## src/rtl/adcs_pkg.sv

```systemverilog
package adcs_pkg;
  typedef enum logic [2:0] {
    ST_IDLE   = 3'd0,
    ST_SEL    = 3'd1,
    ST_SETTLE = 3'd2,
    ST_TRACK  = 3'd3,
    ST_START  = 3'd4,
    ST_WAIT   = 3'd5
  } seq_state_t;
endpackage

```

## src/rtl/adcs_pick.sv

```systemverilog
// Lowest-index set bit of a pending mask.
module adcs_pick #(
  parameter int NCH  = 8,
  parameter int CH_W = (NCH > 1) ? $clog2(NCH) : 1
) (
  input  logic [NCH-1:0]  mask,
  output logic [CH_W-1:0] idx,
  output logic            any
);
  always_comb begin
    idx = '0;
    any = 1'b0;
    for (int i = NCH - 1; i >= 0; i--) begin
      if (mask[i]) begin
        idx = CH_W'(i);
        any = 1'b1;
      end
    end
  end
endmodule

```

## src/rtl/adcs_timer.sv

```systemverilog
// Loadable down-counter; a loaded value N expires after N+1 cycles.
module adcs_timer #(
  parameter int CNT_W = 4
) (
  input  logic             clk,
  input  logic             rst_n,
  input  logic             load,
  input  logic [CNT_W-1:0] load_val,
  input  logic             dec,
  output logic             zero
);
  logic [CNT_W-1:0] cnt_q;

  always_ff @(posedge clk or negedge rst_n) begin
    if (!rst_n)                   cnt_q <= '0;
    else if (load)                cnt_q <= load_val;
    else if (dec && cnt_q != '0)  cnt_q <= cnt_q - 1'b1;
  end

  assign zero = (cnt_q == '0);
endmodule

```

## src/rtl/adcs_cfgcmp.sv

```systemverilog
// Holds the analog settings of the last converted channel and flags a change.
module adcs_cfgcmp #(
  parameter int NCH    = 8,
  parameter int GAIN_W = 2,
  parameter int CH_W   = (NCH > 1) ? $clog2(NCH) : 1
) (
  input  logic                  clk,
  input  logic                  rst_n,
  input  logic [NCH*GAIN_W-1:0] gain_i,
  input  logic [NCH-1:0]        offs_i,
  input  logic [NCH-1:0]        diff_i,
  input  logic [CH_W-1:0]       cmp_idx,
  input  logic [CH_W-1:0]       rec_idx,
  input  logic                  rec_we,
  output logic                  changed
);
  localparam int SET_W = GAIN_W + 2;

  logic [SET_W-1:0] rec_q;
  logic             rec_vld_q;
  logic [SET_W-1:0] cmp_set, new_set;

  function automatic logic [SET_W-1:0] settings_of(
    input logic [CH_W-1:0]       ch,
    input logic [NCH*GAIN_W-1:0] g,
    input logic [NCH-1:0]        o,
    input logic [NCH-1:0]        d
  );
    return {g[int'(ch)*GAIN_W +: GAIN_W], o[ch], d[ch]};
  endfunction

  assign cmp_set = settings_of(cmp_idx, gain_i, offs_i, diff_i);
  assign new_set = settings_of(rec_idx, gain_i, offs_i, diff_i);

  always_ff @(posedge clk or negedge rst_n) begin
    if (!rst_n) begin
      rec_q     <= '0;
      rec_vld_q <= 1'b0;
    end else if (rec_we) begin
      rec_q     <= new_set;
      rec_vld_q <= 1'b1;
    end
  end

  assign changed = !rec_vld_q || (cmp_set != rec_q);
endmodule

```

## src/rtl/adcs_fmt.sv

```systemverilog
// Last-converted-data word and its DMA request strobe.
module adcs_fmt #(
  parameter int RES_W  = 12,
  parameter int WORD_W = 16,
  parameter int CH_W   = 3
) (
  input  logic              clk,
  input  logic              rst_n,
  input  logic              we,
  input  logic              tag_en,
  input  logic [CH_W-1:0]   ch,
  input  logic [RES_W-1:0]  res,
  output logic [WORD_W-1:0] word_o,
  output logic              req_o
);
  localparam int TAG_W = WORD_W - RES_W;

  logic [TAG_W-1:0] tag;
  assign tag = tag_en ? TAG_W'(ch) : '0;

  always_ff @(posedge clk or negedge rst_n) begin
    if (!rst_n) begin
      word_o <= '0;
      req_o  <= 1'b0;
    end else begin
      req_o <= we;
      if (we) word_o <= {tag, res};
    end
  end
endmodule

```

## src/rtl/adc_seq_top.sv

```systemverilog
module adc_seq_top #(
  parameter int NCH    = 8,
  parameter int GAIN_W = 2,
  parameter int CNT_W  = 4,
  parameter int RES_W  = 12,
  parameter int WORD_W = 16,
  parameter int CH_W   = (NCH > 1) ? $clog2(NCH) : 1
) (
  input  logic                  clk,
  input  logic                  rst_n,
  input  logic                  trig_i,
  input  logic [NCH-1:0]        ch_en_i,
  input  logic [NCH*GAIN_W-1:0] gain_i,
  input  logic [NCH-1:0]        offs_i,
  input  logic [NCH-1:0]        diff_i,
  input  logic                  anach_en_i,
  input  logic                  tag_en_i,
  input  logic [CNT_W-1:0]      settle_cfg_i,
  input  logic [CNT_W-1:0]      track_cfg_i,
  output logic                  conv_start_o,
  output logic [CH_W-1:0]       conv_ch_o,
  input  logic                  conv_done_i,
  input  logic [RES_W-1:0]      conv_data_i,
  output logic [WORD_W-1:0]     data_o,
  output logic                  dma_req_o
);
  import adcs_pkg::*;

  seq_state_t       st_q;
  logic [NCH-1:0]   pend_q;
  logic [CH_W-1:0]  cur_q;
  logic [CH_W-1:0]  nx_idx;
  logic             nx_any;
  logic             changed;
  logic             t_load, t_dec, t_zero;
  logic [CNT_W-1:0] t_val;
  logic             cap_we;

  adcs_pick #(.NCH(NCH), .CH_W(CH_W)) u_pick (
    .mask(pend_q), .idx(nx_idx), .any(nx_any)
  );

  adcs_cfgcmp #(.NCH(NCH), .GAIN_W(GAIN_W), .CH_W(CH_W)) u_cmp (
    .clk(clk), .rst_n(rst_n),
    .gain_i(gain_i), .offs_i(offs_i), .diff_i(diff_i),
    .cmp_idx(nx_idx), .rec_idx(cur_q),
    .rec_we(st_q == ST_START), .changed(changed)
  );

  adcs_timer #(.CNT_W(CNT_W)) u_tmr (
    .clk(clk), .rst_n(rst_n),
    .load(t_load), .load_val(t_val), .dec(t_dec), .zero(t_zero)
  );

  adcs_fmt #(.RES_W(RES_W), .WORD_W(WORD_W), .CH_W(CH_W)) u_fmt (
    .clk(clk), .rst_n(rst_n),
    .we(cap_we), .tag_en(tag_en_i), .ch(cur_q), .res(conv_data_i),
    .word_o(data_o), .req_o(dma_req_o)
  );

  logic settle_now;
  assign settle_now = anach_en_i && changed;

  // Timer control
  always_comb begin
    t_load = 1'b0;
    t_dec  = 1'b0;
    t_val  = track_cfg_i;
    unique case (st_q)
      ST_SEL: begin
        t_load = nx_any;
        t_val  = settle_now ? settle_cfg_i : track_cfg_i;
      end
      ST_SETTLE: begin
        if (t_zero) t_load = 1'b1;
        else        t_dec  = 1'b1;
      end
      ST_TRACK: t_dec = !t_zero;
      default: ;
    endcase
  end

  assign cap_we = (st_q == ST_WAIT) && conv_done_i;

  always_ff @(posedge clk or negedge rst_n) begin
    if (!rst_n) begin
      st_q   <= ST_IDLE;
      pend_q <= '0;
      cur_q  <= '0;
    end else begin
      unique case (st_q)
        ST_IDLE:
          if (trig_i && (ch_en_i != '0)) begin
            pend_q <= ch_en_i;
            st_q   <= ST_SEL;
          end
        ST_SEL:
          if (!nx_any) st_q <= ST_IDLE;
          else begin
            cur_q          <= nx_idx;
            pend_q[nx_idx] <= 1'b0;
            st_q           <= settle_now ? ST_SETTLE : ST_TRACK;
          end
        ST_SETTLE: if (t_zero) st_q <= ST_TRACK;
        ST_TRACK:  if (t_zero) st_q <= ST_START;
        ST_START:  st_q <= ST_WAIT;
        ST_WAIT:
          if (conv_done_i) st_q <= (pend_q == '0) ? ST_IDLE : ST_SEL;
        default: st_q <= ST_IDLE;
      endcase
    end
  end

  assign conv_start_o = (st_q == ST_START);
  assign conv_ch_o    = cur_q;
endmodule

```

## config.mk

```make
export PLATFORM = sky130hd
export DESIGN_NAME = adc_seq_top
export DESIGN_NICKNAME = d
export VERILOG_FILES = /design/src/rtl/adcs_pkg.sv /design/src/rtl/adcs_pick.sv /design/src/rtl/adcs_timer.sv /design/src/rtl/adcs_cfgcmp.sv /design/src/rtl/adcs_fmt.sv /design/src/rtl/adc_seq_top.sv
export SDC_FILE = /design/constraint.sdc
export NUM_CORES = 1
export LEC_CHECK = 0
export BUFFER_PORTS_ARGS = -buffer_cell sky130_fd_sc_hd__clkbuf_2
export CAP_MARGIN = 10
export CORE_ASPECT_RATIO = 0.7
export CORE_UTILIZATION = 51
export DETAILED_ROUTE_END_ITERATION = 8
export PLACE_DENSITY = 0.8
export SLEW_MARGIN = 20
export SYNTH_ARGS = -nofsm -noshare
export SYNTH_HDL_FRONTEND = slang
export SYNTH_SLANG_ARGS = --single-unit
export TNS_END_PERCENT = 50
```

## constraint.sdc

```tcl
create_clock -name clk -period 2.8 [get_ports clk]
set_input_delay 0 -clock clk [delete_from_list [all_inputs] [get_ports clk]]
set_output_delay 0 -clock clk [all_outputs]
set_load 0.02 [all_outputs]
```

After elaboration in Yosys (flattened, before gate mapping). Index checks and enable logic that the tools add are counted.

Register bits: 40. Bits in latches: 0. RAM bits: 0. Bits in read-only memories: 0. Input bits: 66. Memories: 0.

$add $sub $neg: 1. Multiply operators: 0. Divide/modulo/power cells: 0. Magnitude comparators: 3. Equality and inequality tests: 11. Shift operators: 2. Mux-type cells: 46. Bitwise logic cells: 2. Reductions and logical operators: 18.

Operators by type and width (count): $mux W3 (13); $shiftx A16 B5 Y2 (2); $pmux W3 S6 (1); $mux W1 (17); $mux W4 (4); $mux W8 (2); $pmux W8 S2 (1); $bmux W1 S3 (4); $ne A2 B2 Y1 const B (5); $and A8 B8 Y8 (1); $logic_not A8 Y1 (1); $lt A3 B4 Y1 const B (2); $not A8 Y8 (1); $reduce_bool A8 Y1 (1); $eq A3 B2 Y1 const B (2); $eq A3 B3 Y1 const B (2); $logic_and A1 B1 Y1 (5); $logic_not A4 Y1 (1); $ne A4 B4 Y1 (1); $pmux W1 S2 (2); $reduce_and A4 Y1 (1); $reduce_bool A2 Y1 (2); $reduce_bool A4 Y1 (1); $sub A4 B1 Y4 const B (1); 9 further kinds (10).

Longest topological paths before layout.
Word-level depth: 16. Mapped depth: 9. Depth with buffers taken out: 8.

Hierarchy. From an unflattened synthesis, not the netlist that was laid out.

Cell total of the unflattened synthesis: 232. Area, all modules: 2636.3 µm².

By module, submodules not included: adc_seq_top (times used 1, cells each 96, area each 934.6 µm², seq. area each 350.3 µm²); adcs_cfgcmp (times used 1, cells each 55, area each 721.9 µm², seq. area each 125.1 µm²); adcs_fmt (times used 1, cells each 41, area each 629.4 µm², seq. area each 400.4 µm²); adcs_timer (times used 1, cells each 27, area each 270.3 µm², seq. area each 100.1 µm²); adcs_pick (times used 1, cells each 13, area each 80.1 µm², seq. area each 0.0 µm²).

Worst setup path after synthesis. No wires, ideal clock.

Path type: flip-flop to flip-flop. From: register pend_q[2]. To: register u_tmr.cnt_q[1]. Library setup time: 0.124 ns. Arrival: 2.306 ns. Data required time: 2.676 ns. Slack: 0.370 ns. Stages on the path, launching flop included: 10. Cells stage by stage: dfrtp_1 buf_6 nor3_4 o21a_4 nor2_2 a221o_1 or3_4 a211oi_4 a211oi_1 a211o_1.

Longest elaborated chain between the ends: 11.

Ends and longest elaborated chain: start, declared (RTL line adc_seq_top.sv:30) `logic [NCH-1:0] pend_q;`; start signal, assigned (RTL line adc_seq_top.sv:94) `pend_q <= ch_en_i;`; branches (longest 11 deep; another with $shiftx A16 B5 Y2); end signal, assigned (RTL line adcs_timer.sv:16) `else if (load) cnt_q <= load_val;`; end signal, assigned (RTL line adcs_timer.sv:17) `else if (dec && cnt_q != '0) cnt_q <= cnt_q - 1'b1;`; end, declared (RTL line adcs_timer.sv:12) `logic [CNT_W-1:0] cnt_q;`.

Parallel ways; which one is timed is not known. The select of a mux whose other input is x is not followed. A chain may end at the register's enable or synchronous reset.

Final worst setup path. Same ends and word-level chain as after synthesis.

==> run_results.csv <==
group,metric,value,unit
floorplanning,ios,87,
floorplanning,fp-row-count,21,
worst_setup_path,worstPathArrival,2.86,ns
hold_path,holdCritPathClass,"in2reg",
sta,rsz0062_at_grt,"false",
final_layout,final_nets,481,
worst_setup_path,rr_endpoint,"u_tmr.cnt_q[1]",
place,placed_area,3160,um^2
worst_setup_path,start_kind,"flop",
route,dr.first_iter.drc_count,200,
sta,relSlewSlack,33.4,%
logic_synthesis,synth.largest_area_cell,"dfrtp_1",
power,power.total,3.95,mW
final_layout,syn2layout_area_growth,33.4,%
worst_setup_path,startpoint,"pend_q[2]",
worst_setup_path,worstSetupEndpoint,"u_tmr.cnt_q[1]",
logic_synthesis,synth_nets,368,
cts,cts_tree,"yes",
logic_synthesis,yosysSeqAreaShare,36.7,%
route,via_count,2834,
logic_synthesis,synth.most_common_cell,"nand2_1",
power,p_per_area,1110,nW/um^2
route,drc_errors,0,
cts,htreeDepth,2,
floorplanning,coreArea,4890,um^2
final_layout,drive_gt1_share,34.5,%
floorplanning,start_util,54.4,%
final_layout,stdcell_count,484,
run,maxCapViolations,0,
floorplanning,dieArea,5510,um^2
sta,final.period_utilization,96.0,%
route,vias_per_cell,5.86,
worst_setup_path,r2r_setup_slack,0.11,ns
floorplanning,die_h,62.4,um
sta,max_freq,372,MHz
cts,cts_buffers,5,
route,drt_pre_antenna_iters,5,
grt,globalRouteOverflowTotal,0,
route,wl,8.35,mm
place,gp_congestion,0.961,
grt,grt_max_degree,40,
worst_setup_path,worstSetupPathType,"reg2reg",
logic_synthesis,ys_seq_elements,39,
worst_setup_path,cp_max_fo,8,
worst_setup_path,regToRegStartpoint,"pend_q[2]",
grt,grt_pass1_vias,2696,
logic_synthesis,synth.area.top_cells,"dfrtp_1 37%, nand2_1 9.3%, mux4_2 6.8%, o21ai_0 4.0%, a21oi_1 3.4%",
route,route.antenna.remaining_nets,0,
cts,insertion_delay,0.29,ns
logic_synthesis,syn_inst,301,
power,vdd_drop_max,0.000706,V
cts,cts.path.max_buffers,2,
logic_synthesis,synth_warnings,0,
sta,period_minus_slack,2.69,ns
cts,cts_sinks,39,
sta,final-setup-viol-count,0,
logic_synthesis,yosysTopAreaCellShare,36.7,%
grt,grt_use_total,32.3,%
final_layout,nFillCells,389,
logic_synthesis,syn_avg_cell_area,8.82,um^2
sta,drv_slew,0,
cts,clkTransAtPathRegs,0.08,ns
power,power.leakage,1.68,nW
outcome,status,"completed",
final_layout,antenna_cells,0,
logic_synthesis,async_flop_share,100,%
sta,fin_skew,0.00587,ns
route,post_drt_wl_per_cell,17.2,um
logic_synthesis,synth_edf_count,0,
final_layout,fin_area,3540,um^2
worst_setup_path,reg2reg_depth,9,
sta,setup_tns,0,ns
worst_setup_path,cp.required,2.98,ns
sta,hold_viol_final,0,
grt,antenna_found_initial,0,
floorplanning,fp.dieW,88.3,um
place,port_buffers,85,
logic_synthesis,ys_top_cells_by_count,"66 x nand2_1, 39 x dfrtp_1, 21 x o21ai_0",
logic_synthesis,synth_ff_type,"dfrtp_1",
cts,cts_root_buf,"clkbuf_8",
grt,grt_pass1_wl,13.4,mm
sta,worst_pin_slew,0.999,ns
logic_synthesis,syn-cell-area,2660,um^2
worst_setup_path,cp-end-kind,"flop",
logic_synthesis,synth_cell_types,63,
final_layout,fin_util,72.5,%
place,dp_cells,451,
place,dpl.hpwl,6.12,mm
-- registers in the layout (all words and copies together) (netlist names) --
name,count
u_cmp.rec_q,4
u_fmt.req_o,1
u_cmp.rec_vld_q,1
st_q,3
u_fmt.word_o,15
u_tmr.cnt_q,4
conv_ch_o,3
pend_q,8
-- stage by stage --
step	hold slack, ns	setup WS (ns)
detailed placement	0.195	0.0152
finish	0.00392	0.113
global route	0.0116	0.00208
CTS	0.00162	0.0134
global placement	0.190	0.150
floorplan	-0.296	0.370
-- power by group --
part	internal [mW]	total [mW]	switching, mW	leakage, nW
combinational	1.04	2.31	1.26	1.14
clock	0.266	0.478	0.212	0.0581
sequential	0.794	1.16	0.368	0.478
total	2.10	3.95	1.84	1.68
-- cell families after synthesis --
| group | synth area share (%) |
|---|---|
| DFF | 36.7 |
| adders and majority gates | 0.471 |
| AOI/OAI and AO/OA | 22.1 |
| xor gates and xnor gates | 0.989 |
| muxes | 9.09 |
| other | 0.141 |
| buffers and inverters | 4.52 |
| and+or+nand+nor | 25.9 |
-- worst min-delay path by stage --
stage,startpoint,endpoint,cells after the start
after CTS,conv_done_i,st_q[2],4
after detailed placement,rst_n,u_cmp.rec_q[3],1
final,conv_done_i,st_q[2],4
after floorplan,rst_n,conv_ch_o[0],0
after global placement,rst_n,u_cmp.rec_q[3],1
after global routing,track_cfg_i[2],u_tmr.cnt_q[2],3
-- cell usage in the layout (no fill, tap or decap), types with 3 or more instances in the layout --
cell / instances
nand3b_1: 4
nor2b_1: 3
and3_1: 6
o21ai_0: 21
nor2_1: 14
a21oi_1: 18
nor4_1: 3
dlygate4sd3_1: 22
nand2_1: 66
dfrtp_1: 35
nor3_1: 3
nand2b_1: 7
buf_4: 14
nor3b_1: 6
a221oi_1: 3
a211oi_1: 6
or2_2: 5
dfrtp_2: 4
nand3_1: 5
mux2i_1: 5
clkbuf_8: 5
clkbuf_2: 85
inv_1: 9
mux4_2: 8
a22o_1: 4
-- area by class of cell --
type	count	area, um^2	area share (%)
Tap cell	69	86.3	2.44
Multi-Input combinational cell	238	1580	44.6
Clock buffer	5	68.8	1.94
Inverter	9	33.8	0.953
Sequential cell	39	981	27.7
Timing Repair Buffer	121	751	21.2
Clock inverter	3	43.8	1.24
-- timing repair --
| item | 4_1_cts | 5_1_grt |
|---|---|---|
| resized for setup | 1 | 7 |
| endpoints found under the setup margin | 2 | 5 |
| hold buffers | 22 | 0 |
| buffers inserted | 0 | 3 |
| endpoints found under the hold margin | 62 | 0 |
| pin swaps | 0 | 2 |
-- per-layer routing --
metal | share of wire, % | GRT usage, % | vias up
met2 | 45 | 50.0 | 142
met5 | 0 | 0 | -
li1 | - | - | 1310
met3 | 8.8 | 5.42 | 10
met4 | 0.68 | 5.44 | 0
met1 | 45 | 48.3 | 1372
-- critical path, cell delays in order (launching register included) --
cell and delay [ns]:
dfrtp_2 0.49, buf_4 0.18, nor2_4 0.13, o21ai_2 0.06
and3_1 0.19, a221o_1 0.36, or3_4 0.40, a211oi_4 0.34
a211oi_1 0.14, a211o_1 0.28
(Power assumes the default switching activity.)
